## src/rtl/uart_pkg.sv

```systemverilog
package uart_pkg;

  typedef enum logic [1:0] {
    MD_OFF    = 2'b00,
    MD_B8_EXT = 2'b01,
    MD_B9_FIX = 2'b10,
    MD_B9_EXT = 2'b11
  } uart_mode_e;

  typedef enum logic [1:0] {
    RX_IDLE  = 2'b00,
    RX_START = 2'b01,
    RX_BITS  = 2'b10
  } rx_state_e;

  // any non-zero mode code turns the port on
  function automatic logic mode_on(input logic [1:0] m);
    return m != MD_OFF;
  endfunction

  // 9-bit frame in the upper two codes
  function automatic logic is_nine(input logic [1:0] m);
    return m[1];
  endfunction

  // external tick drives the odd codes
  function automatic logic ext_rate(input logic [1:0] m);
    return m[0];
  endfunction

  // clocks per oversample tick in the fixed mode
  function automatic int unsigned fix_os_period(input int unsigned per, input logic dbl);
    return dbl ? per / 2 : per;
  endfunction

  // start + data + optional ninth + stop
  function automatic int unsigned frame_bits(input logic nine, input int unsigned dw);
    return dw + 2 + (nine ? 1 : 0);
  endfunction

  // commit rule: flag clear and filter passed
  function automatic logic frame_accept(input logic flag_now, input logic filt, input logic key);
    return !flag_now && (!filt || key);
  endfunction

endpackage

```

## src/rtl/uart_rate.sv

```systemverilog
module uart_rate
  import uart_pkg::*;
#(
  parameter int OVS     = 16,
  parameter int FIX_DIV = 64
) (
  input  logic       clk,
  input  logic       rst_n,
  input  logic [1:0] mode,
  input  logic       rate_dbl,
  input  logic       ovf_tick,
  output logic       os_tick
);
  localparam int PER = FIX_DIV / OVS;
  localparam int CW  = $clog2(PER + 1);

  logic [CW-1:0] cnt;
  logic [CW-1:0] lim_m1;
  logic          fixed_on;
  logic          fix_tick;

  assign fixed_on = (mode == MD_B9_FIX);
  assign lim_m1   = CW'(fix_os_period(PER, rate_dbl) - 1);
  assign fix_tick = fixed_on && (cnt >= lim_m1);

  always_ff @(posedge clk or negedge rst_n) begin
    if (!rst_n)         cnt <= '0;
    else if (!fixed_on) cnt <= '0;
    else if (fix_tick)  cnt <= '0;
    else                cnt <= cnt + 1'b1;
  end

  assign os_tick = fix_tick || (ext_rate(mode) && ovf_tick);
endmodule

```

## src/rtl/uart_tx.sv

```systemverilog
module uart_tx
  import uart_pkg::*;
#(
  parameter int DW  = 8,
  parameter int OVS = 16
) (
  input  logic          clk,
  input  logic          rst_n,
  input  logic [1:0]    mode,
  input  logic          os_tick,
  input  logic          wr_en,
  input  logic [DW-1:0] wr_data,
  input  logic          tx_bit9,
  output logic          txd,
  output logic          tx_active,
  output logic          tx_load,
  output logic          tx_stop
);
  localparam int FW  = DW + 3;
  localparam int PW  = $clog2(OVS);
  localparam int BCW = $clog2(FW + 1);
  localparam logic [PW-1:0]  OS_LAST = PW'(OVS - 1);
  localparam logic [BCW-1:0] ONE_LEFT = BCW'(1);

  logic [PW-1:0]  pcnt;
  logic [FW-1:0]  sh;
  logic [BCW-1:0] left;
  logic           txd_q;
  logic           act_q;
  logic           bnd;

  assign bnd       = os_tick && (pcnt == OS_LAST);
  assign tx_load   = wr_en && !act_q && mode_on(mode);
  assign tx_stop   = bnd && act_q && (left == ONE_LEFT);
  assign txd       = txd_q;
  assign tx_active = act_q;

  // free-running bit-boundary prescaler
  always_ff @(posedge clk or negedge rst_n) begin
    if (!rst_n)       pcnt <= '0;
    else if (os_tick) pcnt <= (pcnt == OS_LAST) ? '0 : pcnt + 1'b1;
  end

  always_ff @(posedge clk or negedge rst_n) begin
    if (!rst_n) begin
      sh    <= '1;
      left  <= '0;
      txd_q <= 1'b1;
      act_q <= 1'b0;
    end else if (tx_load) begin
      sh    <= {1'b1, (is_nine(mode) ? tx_bit9 : 1'b1), wr_data, 1'b0};
      left  <= BCW'(frame_bits(is_nine(mode), DW));
      act_q <= 1'b1;
    end else if (bnd && act_q) begin
      if (left == '0) begin
        act_q <= 1'b0;
      end else begin
        txd_q <= sh[0];
        sh    <= {1'b1, sh[FW-1:1]};
        left  <= left - 1'b1;
      end
    end
  end
endmodule

```

## src/rtl/uart_rx.sv

```systemverilog
module uart_rx
  import uart_pkg::*;
#(
  parameter int DW  = 8,
  parameter int OVS = 16
) (
  input  logic          clk,
  input  logic          rst_n,
  input  logic [1:0]    mode,
  input  logic          os_tick,
  input  logic          rx_en,
  input  logic          mp_filter,
  input  logic          flag_now,
  input  logic          rxd,
  output logic          rx_commit,
  output logic          rx_drop,
  output logic [DW-1:0] rx_byte,
  output logic          rx_key
);
  localparam int PW  = $clog2(OVS);
  localparam int BCW = $clog2(DW + 3);
  localparam logic [PW-1:0]  OS_LAST = PW'(OVS - 1);
  localparam logic [PW-1:0]  OS_MID  = PW'(OVS / 2 - 1);
  localparam logic [BCW-1:0] DW_C    = BCW'(DW);

  rx_state_e      st;
  logic [2:0]     sync;
  logic           s_cur;
  logic           fall;
  logic [PW-1:0]  cnt;
  logic [BCW-1:0] idx;
  logic [BCW-1:0] last_idx;
  logic [DW-1:0]  dat;
  logic           ninth;
  logic           rx_final;
  logic           ok;

  assign s_cur    = sync[1];
  assign fall     = sync[2] && !sync[1];
  assign last_idx = is_nine(mode) ? DW_C + 1'b1 : DW_C;
  assign rx_final = (st == RX_BITS) && os_tick && (cnt == OS_LAST) && (idx == last_idx);
  assign rx_key   = is_nine(mode) ? ninth : s_cur;
  assign ok       = frame_accept(flag_now, mp_filter, rx_key);
  assign rx_commit = rx_final && ok;
  assign rx_drop   = rx_final && !ok;
  assign rx_byte   = dat;

  always_ff @(posedge clk or negedge rst_n) begin
    if (!rst_n) sync <= 3'b111;
    else        sync <= {sync[1:0], rxd};
  end

  always_ff @(posedge clk or negedge rst_n) begin
    if (!rst_n) begin
      st    <= RX_IDLE;
      cnt   <= '0;
      idx   <= '0;
      dat   <= '0;
      ninth <= 1'b0;
    end else if (!mode_on(mode)) begin
      st <= RX_IDLE;
    end else begin
      case (st)
        RX_IDLE: if (fall && rx_en) begin
          st  <= RX_START;
          cnt <= '0;
        end
        RX_START: if (os_tick) begin
          if (cnt == OS_MID) begin
            st  <= s_cur ? RX_IDLE : RX_BITS;   // high at mid-start: false start
            cnt <= '0;
            idx <= '0;
          end else begin
            cnt <= cnt + 1'b1;
          end
        end
        RX_BITS: if (os_tick) begin
          if (cnt == OS_LAST) begin
            cnt <= '0;
            idx <= idx + 1'b1;
            if (idx < DW_C)       dat   <= {s_cur, dat[DW-1:1]};
            else if (idx == DW_C) ninth <= s_cur;
            if (idx == last_idx)  st    <= RX_IDLE;
          end else begin
            cnt <= cnt + 1'b1;
          end
        end
        default: st <= RX_IDLE;
      endcase
    end
  end
endmodule

```

## src/rtl/uart_core.sv

```systemverilog
module uart_core
  import uart_pkg::*;
#(
  parameter int DW      = 8,
  parameter int OVS     = 16,
  parameter int FIX_DIV = 64
) (
  input  logic          clk,
  input  logic          rst_n,
  input  logic [1:0]    mode,
  input  logic          rate_dbl,
  input  logic          ovf_tick,
  input  logic          rx_en,
  input  logic          mp_filter,
  input  logic          wr_en,
  input  logic [DW-1:0] wr_data,
  input  logic          tx_bit9,
  input  logic          tx_flag_clr,
  input  logic          rx_flag_clr,
  output logic [DW-1:0] rx_data,
  output logic          rx_bit9,
  output logic          tx_flag,
  output logic          rx_flag,
  input  logic          rxd,
  output logic          txd
);
  logic          os_tick;
  logic          tx_active;
  logic          tx_load;
  logic          tx_stop;
  logic          rx_commit;
  logic          rx_drop;
  logic [DW-1:0] rx_byte;
  logic          rx_key;

  uart_rate #(.OVS(OVS), .FIX_DIV(FIX_DIV)) u_rate (
    .clk(clk), .rst_n(rst_n), .mode(mode), .rate_dbl(rate_dbl),
    .ovf_tick(ovf_tick), .os_tick(os_tick)
  );

  uart_tx #(.DW(DW), .OVS(OVS)) u_tx (
    .clk(clk), .rst_n(rst_n), .mode(mode), .os_tick(os_tick),
    .wr_en(wr_en), .wr_data(wr_data), .tx_bit9(tx_bit9),
    .txd(txd), .tx_active(tx_active), .tx_load(tx_load), .tx_stop(tx_stop)
  );

  uart_rx #(.DW(DW), .OVS(OVS)) u_rx (
    .clk(clk), .rst_n(rst_n), .mode(mode), .os_tick(os_tick),
    .rx_en(rx_en), .mp_filter(mp_filter), .flag_now(rx_flag), .rxd(rxd),
    .rx_commit(rx_commit), .rx_drop(rx_drop), .rx_byte(rx_byte), .rx_key(rx_key)
  );

  always_ff @(posedge clk or negedge rst_n) begin
    if (!rst_n)           tx_flag <= 1'b0;
    else if (tx_stop)     tx_flag <= 1'b1;
    else if (tx_flag_clr) tx_flag <= 1'b0;
  end

  always_ff @(posedge clk or negedge rst_n) begin
    if (!rst_n) begin
      rx_flag <= 1'b0;
      rx_data <= '0;
      rx_bit9 <= 1'b0;
    end else if (rx_commit) begin
      rx_flag <= 1'b1;
      rx_data <= rx_byte;
      rx_bit9 <= rx_key;
    end else if (rx_flag_clr) begin
      rx_flag <= 1'b0;
    end
  end
endmodule

```

## config.mk

```make
export PLATFORM = sky130hd
export DESIGN_NAME = uart_core
export DESIGN_NICKNAME = d
export VERILOG_FILES = /design/src/rtl/uart_pkg.sv /design/src/rtl/uart_rate.sv /design/src/rtl/uart_tx.sv /design/src/rtl/uart_rx.sv /design/src/rtl/uart_core.sv
export SDC_FILE = /design/constraint.sdc
export NUM_CORES = 1
export LEC_CHECK = 0
export ABC_AREA = 0
export BUFFER_PORTS_ARGS = -buffer_cell sky130_fd_sc_hd__clkbuf_2
export CAP_MARGIN = 20
export CORE_MARGIN = 5
export CORE_UTILIZATION = 40
export CTS_BUF_LIST = sky130_fd_sc_hd__clkbuf_4 sky130_fd_sc_hd__clkbuf_8 sky130_fd_sc_hd__clkbuf_16
export DETAILED_ROUTE_END_ITERATION = 7
export PLACE_DENSITY = 0.58
export SLEW_MARGIN = 20
export SYNTH_ARGS = -nofsm -noshare
export SYNTH_HDL_FRONTEND = slang
export SYNTH_SLANG_ARGS = --single-unit
```

## constraint.sdc

```tcl
create_clock -name clk -period 1.95 [get_ports clk]
set_input_delay 0.195 -clock clk [delete_from_list [all_inputs] [get_ports clk]]
set_output_delay 0.195 -clock clk [all_outputs]
set_load 0.05 [all_outputs]
```

==> results of run 1 <==
==> stage by stage <==
step / worst slack (ns) / instance area (um^2) / TNS, ns
finish: 0.08330 / 3146 / 0
global route: -0.01283 / 3146 / -0.03837
CTS: 0.03050 / 3118 / 0
detailed placement: 0.004019 / 3002 / 0
global placement: 0.02627 / 3002 / 0
floorplan: 0.05893 / 2673 / 0
==> repair_timing <==
item	4_1_cts	5_1_grt
setup buffers	0	1
hold buffers	2	0
setup endpoints to repair	16	31
resized for setup	1	3
hold endpoints to repair	43	0
gates cloned	0	0
pin swaps	1	1
==> routing by layer <==
metal  part of all wire  GRT usage  up-vias
met5                  0          0        -
li1                   -          -      929
met3              0.032    0.02291        8
met1               0.49     0.1742      876
met4              0.014    0.04084        0
met2               0.46     0.1917       31
==> cell families after synthesis <==
logic type	share of synthesized area
AOI/OAI and AO/OA	0.1451
adders and majority gates	0.05150
xor gates and xnor gates	0.009833
buffers and inverters	0.02809
muxes	0.09879
and+or+nand+nor	0.1358
DFF	0.5309
==> sequential cells by signal (all words and copies together) (netlist names) <==
signal          cells
rx_bit9             1
u_tx.sh            10
u_tx.left           4
u_tx.txd            1
u_rx.st             2
u_rx.idx            4
rx_data             8
rx_flag             1
u_rx.rx_byte        8
u_tx.pcnt           4
u_rate.cnt          3
u_tx.tx_active      1
tx_flag             1
u_rx.sync           3
u_rx.ninth          1
u_rx.cnt            4
==> how the worst max path moves through the flow <==
stage / startpoint / end / slack (ns) / cells past startpoint
floorplan: u_rate.cnt[1]$_DFF_PN0_ / rx_data[0]$_DFFE_PN0P_ / 0.06 / 7
global placement: u_rate.cnt[1]$_DFF_PN0_ / u_tx.sh[5]$_DFFE_PN1P_ / 0.03 / 8
detailed placement: u_rate.cnt[1]$_DFF_PN0_ / u_tx.sh[4]$_DFFE_PN1P_ / 0.004 / 8
CTS: u_rate.cnt[1]$_DFF_PN0_ / rx_data[0]$_DFFE_PN0P_ / 0.03 / 6
global route: u_rate.cnt[1]$_DFF_PN0_ / rx_data[0]$_DFFE_PN0P_ / -0.01 / 6
finish: u_rate.cnt[1]$_DFF_PN0_ / rx_data[0]$_DFFE_PN0P_ / 0.08 / 6
==> worst max-delay path, delay by kind of cell (launching register included) <==
family / cells / cell delay, ns
AOI/OAI and AO/OA: 2 / 0.25
adders and majority gates: 1 / 0.28
DFF: 1 / 0.43
muxes: 1 / 0.32
and+or+nand+nor: 2 / 0.48
==> synthesized netlist by cell type <==
master / n / share of area
nand4_1: 3 / 0.0070
xnor2_1: 3 / 0.0098
mux2_2: 19 / 0.080
nor4_1: 2 / 0.0047
o32a_1: 1 / 0.0037
nor2b_1: 4 / 0.0094
clkbuf_1: 2 / 0.0028
inv_1: 8 / 0.011
a2111oi_0: 1 / 0.0033
o221ai_1: 1 / 0.0033
a21oi_1: 2 / 0.0037
a211o_1: 2 / 0.0066
nand2b_4: 1 / 0.0051
nor2_1: 10 / 0.014
or2_2: 1 / 0.0023
buf_6: 2 / 0.0084
o21ai_1: 1 / 0.0019
a22o_1: 10 / 0.033
nand2_2: 2 / 0.0047
o22ai_1: 2 / 0.0047
or4_1: 1 / 0.0028
o21ai_0: 17 / 0.032
a311oi_1: 1 / 0.0033
a211oi_1: 2 / 0.0056
dfrtp_1: 42 / 0.39
and2_1: 2 / 0.0047
ha_1: 11 / 0.051
nand4bb_1: 1 / 0.0042
o31ai_1: 1 / 0.0028
dfstp_2: 14 / 0.14
o21a_1: 2 / 0.0056
o211ai_2: 1 / 0.0047
nand3b_1: 1 / 0.0028
mux2i_1: 5 / 0.019
nand2_1: 24 / 0.034
a21o_1: 10 / 0.028
nor3b_1: 1 / 0.0028
nor3_4: 1 / 0.0061
nor3_1: 3 / 0.0056
nand3_1: 5 / 0.0094
buf_4: 2 / 0.0056
o311ai_0: 1 / 0.0033
nand2b_1: 5 / 0.012
and4bb_2: 1 / 0.0047
==> final cells by class <==
type / instances / share of cell area
flip-flops and latches: 56 / 0.4511
repair buffers: 49 / 0.09706
multi-input cells: 161 / 0.3827
clock buffers: 5 / 0.02188
inverters: 8 / 0.009547
well taps: 77 / 0.03063
clock inverters: 3 / 0.007160
==> power by group through the flow <==
stage	clock network, mW	registers [mW]	logic [mW]
finish	0.651	1.58	0.696
global route	0.732	1.61	0.801
CTS	0.683	1.57	0.705
detailed placement	0	1.59	0.693
global placement	0	1.59	0.683
floorplan	0	1.55	0.496
==> metrics.txt, run 1 <==
register area=0.001419 mm^2; MaxCap Viol Count=0; max-slew violation count=0; sequential share of power=0.539; CTS buffer count=5; clock latency on the worst-skew pair=0.31 ns; placed cells=348; Ys Warns=0; final hold violation count=0; Die W=91.74 um; Peak VDD IR=0.5529 mV; CP endpoint kind=register; Mapped Cells=231; GP Congestion=0.7512; Vias/cell=5.136; sw frac=0.3082; worst r2r path cells=6; commonest non-fill, non-tap cell in the layout=dfrtp_1; Synth Cell Area=0.002673 mm^2; initial antenna violation count=0; leakage power=1.538 nW; total clock sinks=56; first-pass GRT wire length=8.625 mm; DR WL/cell=13.78 um; fin crit share=0.9573; area grow syn2layout=17.70%; pin count of the biggest net entering global routing=57; grt total ovfl=0; Power, Total=2.924 mW; post-synthesis cell type count=44; P_int=2.023 mW; crit-path cells=ha_4 > a211oi_2 > o21a_1 > nor2_1 > nand2_2 > mux2_2; final wirelength=4.946 mm; Logic pwr share=0.238; worst path required time=2.15 ns; Fin Clk Skew=0.009105 ns; Detailed Route Iter0 Violations=56; Worst Path Max Fanout=10; layout cells sized above 1=0.3511; Starting Density=0.4161; Reg clk slew, reported paths=0.10 ns; Port Buf Inserts=32; Die H=91.74 um; HP Class=in -> reg; RSZ-0062 raised after global routing=yes; syn_area_per_cell=11.57 um^2; syn_nets=263; clk buf depth=2; critical path's slowest cell=dfrtp_1; CP Class=reg -> reg; boundary pin count=33; CTS tree=done; pwr/cell area=929.5 mW/mm^2; Core ar.=0.006422 mm^2; CP max stage delay=0.43 ns; die footprint=0.008416 mm^2; FF-to-FF Start=u_rate.cnt[1]$_DFF_PN0_; fmax=535.7 MHz; Routed Antenna Nets=0; slew at the pin closest to its max-slew limit=0.4974 ns; area of the multi-input gates=0.001204 mm^2; Rows=29; Worst setup SP type=register; fill count=608; Final setup viols=0; fin nets=313; number of global-route vias before repair=1839; RR Endpoint=rx_data[0]$_DFFE_PN0P_; fin crit period=1.867 ns; worst rel slew slack=0.6598; gr usage total=0.1234; worst hold slack=0.06497 ns; fin cells=359; register area share after synthesis=0.5309; Psw=901.0 uW; WP data arrival=2.06 ns; min-delay src=rx_flag_clr; Root Buffer=clkbuf_8; flop-to-flop setup slack=0.08 ns; n_diodes=0; commonest non-fill, non-tap cells in the layout=dfrtp_1 (42), clkbuf_2 (32), nand2_1 (24), mux2_2 (19), o21ai_0 (17); drc violations=0; status=complete, no violations; Hold EP=rx_flag$_DFFE_PN0P_; power share of the clock group=0.223; CTS H-tree depth=2; Final Util=0.4898; drt pass-1 iters=4; Post-DP HPWL=3.510 mm; Hold Path Cell Cnt=2; #FFs+latches synth=56; DR vias=1844
No activity file was read; power rests on OpenSTA's default activity.
==> inputs of run 2 (changes only) <==
Settings changed: CORE_UTILIZATION 40 to 52, PLACE_DENSITY 0.58 to 0.72.
==> metrics.txt, run 2 (synthesis results as in run 1) <==
status=complete, no violations; critical path depth=7; grt total ovfl=0; final wirelength=5.088 mm; commonest non-fill, non-tap cell in the layout=dfrtp_1; crit-path cells=ha_4 > a211oi_2 > o21a_1 > buf_6 > nor3_4 > buf_6 > mux2_4; RSZ-0062 raised after global routing=yes; CP max stage delay=0.43 ns; max-slew violation count=0; DR vias=1901; fin nets=313; fmax=530.0 MHz; Setup WS post-layout=0.06335 ns; MaxCap Viol Count=0; Place WS=-0.02949 ns; Detailed Route Iter0 Violations=114; clk buf depth=2; met2 WL=2.522 mm; CTS H-tree depth=2; cell mode on critical path=buf_6; Worst Path Max Fanout=4; Port Buf Inserts=32; Die W=81.69 um; WL met3=136 um; Die H=81.69 um; HP Class=in -> async; Peak VDD IR=0.6019 mV; clock latency on the worst-skew pair=0.31 ns; number of global-route vias before repair=1870; FF-to-FF Start=u_rate.cnt[1]$_DFF_PN0_; Vias/cell=5.401; drc violations=0; Starting Density=0.5300; CTS buffer count=5; final hold violation count=0; drt pass-1 iters=4; Worst setup SP type=register; first-pass GRT wire length=8.859 mm; layout cells sized above 1=0.3582; WP data arrival=2.13 ns; initial antenna violation count=0; CP endpoint kind=register; total clock sinks=56; CTS tree=done; Fin Clk Skew=0.007349 ns; CP Class=reg -> reg; fin crit period=1.887 ns; Root Buffer=clkbuf_8; die footprint=0.006673 mm^2; pin count of the biggest net entering global routing=57; slew at the pin closest to its max-slew limit=0.6899 ns; worst rel slew slack=0.5401; worst r2r path cells=7; fin crit share=0.9675; Top Metal Used=met4; worst path required time=2.19 ns; DR WL/cell=14.45 um; Total Negative Setup Slacks=0 ns; area grow syn2layout=17.93%; start point of the critical path=u_rate.cnt[1]$_DFF_PN0_; GP Congestion=0.8351; worst path bufs/invs=2; delay-heaviest family, CP=flip-flops; leakage power=1.552 nW; Reg with most FFs=u_tx.sh; Post-DP HPWL=3.583 mm; Met1 Routed Length=2.393 mm; Rows=26; commonest non-fill, non-tap cells in the layout=dfrtp_1 (42), clkbuf_2 (32), nand2_1 (24), mux2_2 (18), o21ai_0 (17); Core ar.=0.005042 mm^2; critical path's slowest cell=dfrtp_1; Reg clk slew, reported paths=0.11 ns; boundary pin count=33; Routed Antenna Nets=0; gr usage total=0.1684; Final setup viols=0; pwr/cell area=933.7 mW/mm^2; n_diodes=0; max reg flops=10
==> run 2: changes by cell type in the layout (fill, tap and decap cells not counted), sizes merged <==
cell / previous run / this run
buf: 15 / 16
dlygate4sd3: 2 / 1
clkinvlp: 0 / 1
clkinv: 2 / 1
==> run 2: final cells by class <==
cell class	count	area, um^2
fillers	418	1891
flip-flops and latches	56	1419
clock inverters	3	27.53
repair buffers	49	301.5
multi-input cells	161	1217
well taps	70	87.58
inverters	8	30.03
clock buffers	5	68.82
==> run 2: per-stage QoR <==
step	utilization	power (mW)	std cells	cell area [um^2]	hold slack [ns]
6_report	0.6251	2.943	352	3152	0.004291
5_1_grt	0.6251	3.136	352	3152	0.04183
4_1_cts	0.6127	2.960	349	3089	0.02801
3_5_place_dp	0.5896	2.276	340	2973	0.2846
3_3_place_gp	0.5896	2.242	340	2973	0.2827
2_1_floorplan	-	2.048	231	2673	-0.1006
==> run 2: metal layers <==
layer,track usage,up-vias
li1,-,932
met1,0.2256,940
met2,0.2801,25
met3,0.03509,4
met4,0.04319,0
met5,0,-
==> run 2: worst paths after layout <==
check                                            to  slack [ns]
hold / removal              u_rx.cnt[1]$_DFFE_PN0P_       0.004
min in group clk                rx_flag$_DFFE_PN0P_        0.05
setup reg to reg               u_tx.txd$_DFFE_PN1P_        0.06
setup / recovery               u_tx.txd$_DFFE_PN1P_        0.06
hold reg to reg              u_rx.sync[1]$_DFF_PN1_        0.36
max in group asynchronous  u_tx.left[0]$_DFFE_PN0P_        1.49
==> run 2: repair_timing <==
action                                 in CTS  in global routing
gates resized for setup                     2                  9
pin swaps                                   1                 10
setup endpoints to repair                  26                 35
hold buffers                                1                  0
endpoints found under the hold margin       1                  0
gates cloned                                0                  0
buffers inserted                            0                  3
==> run 2: report_power, final <==
| part | total [mW] | switching [mW] | internal, mW | leakage [nW] |
|---|---|---|---|---|
| clock network | 0.661 | 0.397 | 0.265 | 0.0463 |
| registers | 1.58 | 0.158 | 1.42 | 0.702 |
| logic | 0.703 | 0.365 | 0.338 | 0.804 |
| total | 2.94 | 0.920 | 2.02 | 1.55 |
